==> src/rtl/loopBranchPkg.sv <==
package loopBranchPkg;

  typedef enum logic [1:0] {
    CMP_NONE = 2'b00,
    CMP_GT   = 2'b01,
    CMP_LT   = 2'b10,
    CMP_EQ   = 2'b11
  } cmpOp_e;

  // strobes from control to datapath
  typedef struct packed {
    logic   clear;
    logic   step;
    logic   cmpEn;
    cmpOp_e op;
    logic   useCount;
  } lbStrobe_t;

endpackage

==> src/rtl/lbCompare.sv <==
module lbCompare
  import loopBranchPkg::*;
#(
  parameter int DATA_W = 8
) (
  input  logic [DATA_W-1:0] lhs,
  input  logic [DATA_W-1:0] rhs,
  input  cmpOp_e            op,
  output logic              hit
);

  logic isGreater;
  logic isLess;
  logic isEqual;

  // unsigned relations
  assign isGreater = lhs > rhs;
  assign isLess    = lhs < rhs;
  assign isEqual   = lhs == rhs;

  always_comb begin
    unique case (op)
      CMP_GT:  hit = isGreater;
      CMP_LT:  hit = isLess;
      CMP_EQ:  hit = isEqual;
      default: hit = 1'b0;
    endcase
  end

endmodule

==> src/rtl/lbControl.sv <==
module lbControl
  import loopBranchPkg::*;
(
  input  logic       clk,
  input  logic       rst,
  input  logic       clrCnt,
  input  logic       incCnt,
  input  logic       flipMode,
  input  logic [1:0] cmpOp,
  output lbStrobe_t  strobe
);

  logic   countMode;
  cmpOp_e opDec;

  assign opDec = cmpOp_e'(cmpOp);

  always_ff @(posedge clk) begin
    if (rst) begin
      countMode <= 1'b0;
    end else if (flipMode) begin
      countMode <= ~countMode;
    end
  end

  always_comb begin
    strobe.clear    = clrCnt;
    strobe.step     = incCnt & ~clrCnt;
    strobe.cmpEn    = (opDec != CMP_NONE);
    strobe.op       = opDec;
    strobe.useCount = countMode;   // mode before this cycle's flip
  end

endmodule

==> src/rtl/lbDatapath.sv <==
module lbDatapath
  import loopBranchPkg::*;
#(
  parameter int DATA_W = 8,
  parameter int ADDR_W = 8
) (
  input  logic              clk,
  input  logic              rst,
  input  lbStrobe_t         strobe,
  input  logic [DATA_W-1:0] regTop,
  input  logic [DATA_W-1:0] regA,
  input  logic [ADDR_W-1:0] altAddr,
  output logic [DATA_W-1:0] loopCount,
  output logic              jumpTaken,
  output logic [ADDR_W-1:0] jumpTarget
);

  localparam logic [DATA_W-1:0] CNT_ONE  = DATA_W'(1);
  localparam logic [ADDR_W-1:0] ADDR_NIL = '0;

  logic [DATA_W-1:0] lhsSel;
  logic              condHit;
  logic              takeNow;

  always_ff @(posedge clk) begin
    if (rst || strobe.clear) begin
      loopCount <= '0;
    end else if (strobe.step) begin
      loopCount <= loopCount + CNT_ONE;
    end
  end

  assign lhsSel = strobe.useCount ? loopCount : regTop;

  lbCompare #(.DATA_W(DATA_W)) cmpUnit (
    .lhs (lhsSel),
    .rhs (regA),
    .op  (strobe.op),
    .hit (condHit)
  );

  assign takeNow = strobe.cmpEn & condHit;

  always_ff @(posedge clk) begin
    if (rst) begin
      jumpTaken  <= 1'b0;
      jumpTarget <= ADDR_NIL;
    end else begin
      jumpTaken  <= takeNow;
      jumpTarget <= takeNow ? altAddr : ADDR_NIL;
    end
  end

endmodule

==> src/rtl/loopBranchUnit.sv <==
module loopBranchUnit
  import loopBranchPkg::*;
#(
  parameter int DATA_W = 8,
  parameter int ADDR_W = 8
) (
  input  logic              clk,
  input  logic              rst,
  input  logic              clrCnt,
  input  logic              incCnt,
  input  logic              flipMode,
  input  logic [1:0]        cmpOp,
  input  logic [DATA_W-1:0] regTop,
  input  logic [DATA_W-1:0] regA,
  input  logic [ADDR_W-1:0] altAddr,
  output logic [DATA_W-1:0] loopCount,
  output logic              jumpTaken,
  output logic [ADDR_W-1:0] jumpTarget
);

  lbStrobe_t strobe;

  lbControl ctrl (
    .clk      (clk),
    .rst      (rst),
    .clrCnt   (clrCnt),
    .incCnt   (incCnt),
    .flipMode (flipMode),
    .cmpOp    (cmpOp),
    .strobe   (strobe)
  );

  lbDatapath #(.DATA_W(DATA_W), .ADDR_W(ADDR_W)) dpath (
    .clk        (clk),
    .rst        (rst),
    .strobe     (strobe),
    .regTop     (regTop),
    .regA       (regA),
    .altAddr    (altAddr),
    .loopCount  (loopCount),
    .jumpTaken  (jumpTaken),
    .jumpTarget (jumpTarget)
  );

endmodule

==> config.mk <==
export PLATFORM = sky130hd
export DESIGN_NAME = loopBranchUnit
export DESIGN_NICKNAME = d
export VERILOG_FILES = /design/src/rtl/loopBranchPkg.sv /design/src/rtl/lbCompare.sv /design/src/rtl/lbControl.sv /design/src/rtl/lbDatapath.sv /design/src/rtl/loopBranchUnit.sv
export SDC_FILE = /design/constraint.sdc
export NUM_CORES = 1
export LEC_CHECK = 0
export ABC_CLOCK_PERIOD_IN_PS = 7100
export BUFFER_PORTS_ARGS = -buffer_cell sky130_fd_sc_hd__buf_2
export CELL_PAD_IN_SITES_DETAIL_PLACEMENT = 1
export CELL_PAD_IN_SITES_GLOBAL_PLACEMENT = 2
export CORE_AREA = 2 2 54 77
export CTS_CLUSTER_DIAMETER = 40
export DETAILED_ROUTE_END_ITERATION = 12
export DIE_AREA = 0 0 56 79
export PLACE_DENSITY = 0.77
export SKIP_LAST_GASP = 1
export SLEW_MARGIN = 5
export SYNTH_ARGS = -nofsm -noshare
export SYNTH_HDL_FRONTEND = slang
export SYNTH_SLANG_ARGS = --single-unit
==> constraint.sdc <==
create_clock -name clk -period 7.1 [get_ports clk]
set_input_delay 1.42 -clock clk [delete_from_list [all_inputs] [get_ports clk]]
set_output_delay 1.42 -clock clk [all_outputs]
set_load 0.03 [all_outputs]
# Word level (Yosys, flattened, before mapping)

Index checks and enable logic that the tools add are counted.

Register bits: 18
Input bits: 31
Output and inout bits: 17
Logic and storage cells: 21

$add $sub $neg: 1
$lt $le $gt $ge: 2
Eq/ne operators: 4
Multiplexer cells: 2
Bitwise gates (word level): 5
Reduce and logical (&&, ||, !) cells: 3

Operators with widths:

| kind                                                | number |
|---|---|
| adder 8 x 1 -> 8 bit, second input constant         | 1 |
| equality test 8 bit                                 | 1 |
| greater-than comparator 8 bit                       | 1 |
| less-than comparator 8 bit                          | 1 |
| 2-to-1 mux 8 bit                                    | 1 |
| equality test 2 bit, second input constant          | 2 |
| inverter 1 bit                                      | 3 |
| case mux 1 bit (3 select lines)                     | 1 |
| AND 1 bit                                           | 2 |
| equality test 2 x 1 -> 1 bit, second input constant | 1 |
| nonzero test 2 bit                                  | 1 |
| OR reduction 2 bit                                  | 1 |
| logical OR 1 bit                                    | 1 |

# Depth between registers and ports, before layout

Depth after elaboration: 6
Gate-level depth with buffers: 8
Mapped depth without buffers: 7

# Modules after synthesis

Synthesis repeated with hierarchy kept, for this count alone.

Cells, all modules: 107
Area total of the unflattened synthesis: 975.9 sq um

Modules (own cells, without submodules):

| module     | instances | cells an instance | area an instance (sq um) | sequential area each (sq um) |
|---|---|---|---|---|
| lbDatapath | 1         | 66                | 674.4                    | 340.3 |
| lbCompare  | 1         | 32                | 226.5                    | 0.0 |
| lbControl  | 1         | 9                 | 75.1                     | 20.0 |

# Worst setup path before layout

No wires, ideal clock.

Path kind: input -> register
From: input port regTop[1]
To: register dpath.jumpTarget[0]
Setup time: 129 ps
Arrival: 2,802 ps
Data required time: 6,971 ps
Slack: 4,168 ps
Stages on the path: 7
Buffers on the path: 0
Path through: mux2_2 -> ha_1 -> nor2b_1 -> o211ai_1 -> a21boi_1 -> o31ai_4 -> nor2_1

Longest elaborated chain between the ends: 6
Elaborated cells between the ends (all ways): 8
Those cells by class: order compare (2); eq/ne (1); mux (2); bitwise (2); reduce/logical (1)

RTL lines:

| element                                            | line                 | RTL |
|---|---|---|
| from (decl)                                        | loopBranchUnit.sv:13 | `input logic [DATA_W-1:0] regTop,` |
| 2-to-1 mux 8 bit (*)                               | lbDatapath.sv:33     | `assign lhsSel = strobe.useCount ? loopCount : regTop;` |
| less-than comparator 8 bit (tied with other cells) | lbCompare.sv:18      | `assign isLess = lhs < rhs;` |
| case mux 1 bit (3 select lines) (*)                | lbCompare.sv:22      | `unique case (op)` |
| AND 1 bit (*)                                      | lbDatapath.sv:42     | `assign takeNow = strobe.cmpEn & condHit;` |
| inverter 1 bit (no line) (*)                       | -                    |  |
| OR reduction 2 bit (no line) (*)                   | -                    |  |
| to (signal assigned)                               | lbDatapath.sv:50     | `jumpTarget <= takeNow ? altAddr : ADDR_NIL;` |
| to (decl)                                          | lbDatapath.sv:15     | `output logic [ADDR_W-1:0] jumpTarget` |

Mark *: on every way between the ends. The rest lies on a longest branch, timed or not.
A chain may end at the register's enable or synchronous reset.

# Worst setup path in the final report

From: input port regTop[3]
To: register dpath.jumpTarget[0]

Same word-level chain as after synthesis.

==> results.toml <==
[outcome]
status = "finished, final reports clean"

[yosys]
synth_area_leader_cell = "dfxtp_1"
yosysWarnings = 0
synth_top_area_share_pct = 36.88
yosysUniqueCellTypes = 25
async_flop_share_pct = 0
synth_enable_flop_cells = 0
ys_ff_latch = 18
synthTopCellsByArea = "dfxtp_1, ha_1, mux2_2"
ys_seq_area_share_pct = 36.88
synth_area_per_cell_sq_um = 9.307
synthesis.area_sq_um = 977.2
synth_nets = 145
netlist_instances = 105
synthFlopType = "dfxtp_1"

[worst_setup_path]
crit_required_ns = 7.23
critPathArrivalTime_ns = 3.05
startpoint_type = "input port"
crit_type = "in -> reg"
cp-endpoint = "dpath.jumpTarget[0]$_SDFF_PP0_"
rrSetupSlack_ns = 4.71
cp-startpoint = "regTop[3]"
worstRegToRegCells = 7
rr_endpoint = "dpath.jumpTarget[0]$_SDFF_PP0_"
critPathMaxFanout = 9
endpoint_kind = "flip-flop"
r2r-start = "ctrl.countMode$_SDFFE_PP0P_"

[layout]
multi_input_area_sq_um = 579.3
antennaDiodeCount = 0
final_common_cell = "buf_2"
seq_area_sq_um = 360.3
final_area_sq_um = 1314
drive_gt1_share_pct = 42.21
final_cell_mix = "buf_2, dfxtp_1, nor2_1"
syn_to_final_growth_pct = 34.44
fillers = 474
nets = 195

[timing]
rsz0062_at_grt = "false"
maxSlewViolCount = 0
worst_pin_slew_ns = 0.4501
maxSlewHeadroom_pct = 69.96
period_minus_slack_ns = 2.920
post-route-period-util_pct = 41.12
setup_viol = 0
fmax_ghz = 0.3425
hold_viol = 0
whs_ns = 0.5536
setup_tns_ns = 0
fin_skew_ns = 0.002790

[min_path]
min_from = "dpath.loopCount[7]$_SDFFE_PP0P_"
hp-class = "reg -> reg"

[grt]
grt_max_degree = 11
track_usage_pct = 12.09
grt_pass1_wl_um = 4195
overflow = 0
grt_pass1_vias = 954
antenna_found_initial = 0

[detailed_routing]
drc = 0
viasPerCell = 4.599
antenna_left = 0
drt_pass1_iterations = 2
vias = 906
drt_iter0_drc = 17
drt-wirelength-per-cell_um = 12.53
drt-total-wl_um = 2468

[floorplan]
initial_core_util_pct = 25.83
dieWidth_um = 56
die_area_sq_um = 4424
die_y_um = 79
io_pins = 48
num_rows = 27
fp.coreArea_sq_um = 3784

[pwr]
leakagePower_nw = 0.6775
ir_worst_vdd_mv = 0.07397
power_density_nw_per_um2 = 188.3

[clocking]
ctsHoldBuffers = 0
post_cts_buffers = 0
cts_max_path_buffers = 2
clockRootBuffer = "clkbuf_8"
cts_tree = "yes"
cts_num_sinks = 18
path_clk_slew_ns = 0.07
insertion_delay_ns = 0.25
htreeDepth = 1
cts_resized = 0
numCtsBuffers = 3

[place]
hpwl_um = 2069
place_congestion = 0.7786
io_buffers = 47
dpl_cell_area_sq_um = 1259

[flow_run]
maxCapViolations = 0
## Yosys cell counts, types with 2 or more instances
library cell,count
dfxtp_1,18
xor2_1,5
nand3_1,4
clkbuf_1,2
a21oi_1,3
mux2_2,7
ha_1,9
inv_1,8
nand4_2,2
mux2i_1,2
nor2b_1,3
xnor2_1,3
and3_1,2
nand2_1,10
nor2_1,17
## layout make-up
cell class	count	area share, %
timing repair buffer	47	17.90
clock buffer	4	4.190
multi-input combinational	77	44.10
sequential	18	27.43
inverter	8	2.286
tap	43	4.095
## how the worst min path moves through the flow
| stage | depth (start not counted) | endpoint |
|---|---|---|
| final | 2 | dpath.loopCount[7]$_SDFFE_PP0P_ |
| after CTS | 2 | dpath.loopCount[7]$_SDFFE_PP0P_ |
| after floorplan | 2 | dpath.loopCount[1]$_SDFFE_PP0P_ |
| after detailed placement | 2 | dpath.loopCount[7]$_SDFFE_PP0P_ |
| after global routing | 2 | dpath.loopCount[1]$_SDFFE_PP0P_ |
| after global placement | 2 | dpath.loopCount[7]$_SDFFE_PP0P_ |
## per-layer routing
metal,track usage (%),up-vias,share of wire (%)
met4,6.905,0,2.1
met1,12.49,415,40
met5,0,-,0
met3,3.909,5,9.7
li1,-,447,-
met2,21.18,39,48
## power breakdown
group | switching (W) | internal, W
clock network | 0.0000344 | 0.0000493
logic | 0.0000298 | 0.0000249
registers | 0.00000362 | 0.000105
total | 0.0000679 | 0.000180
## cells by family after synthesis
logic type | count (synthesis) | synth area share, %
XOR/XNOR | 8 | 7.171
adder cells (fa/ha/maj) | 9 | 11.52
AO/OA/AOI/OAI | 11 | 10.76
buffers and inverters | 10 | 3.842
flip-flops | 18 | 36.88
multiplexers | 9 | 10.12
AND/OR/NAND/NOR | 40 | 19.72
## critical path: stages
cell      delay (ns)
buf_2           0.10
mux2_2          0.26
ha_1            0.33
nand4_2         0.13
nor2b_1         0.15
a21boi_1        0.15
o31ai_4         0.42
nor2_1          0.10
## through the flow
stage / cells / total power, W / worst slack (ns) / utilization, %
3_3_place_gp: 193 / 0.0001655 / 3.925 / 33.27
5_1_grt: 197 / 0.0002623 / 4.006 / 34.72
4_1_cts: 197 / 0.0002515 / 4.154 / 34.72
2_1_floorplan: 105 / 0.0001478 / 4.168 / -
6_report: 197 / 0.0002474 / 4.180 / 34.72
3_5_place_dp: 193 / 0.0001670 / 3.878 / 33.27
## state kept, by name (all words and copies together), names as in the netlist
signal,count
ctrl.countMode,1
dpath.jumpTarget,8
dpath.jumpTaken,1
dpath.loopCount,8
Note: power is estimated with default switching activity, not from simulation.
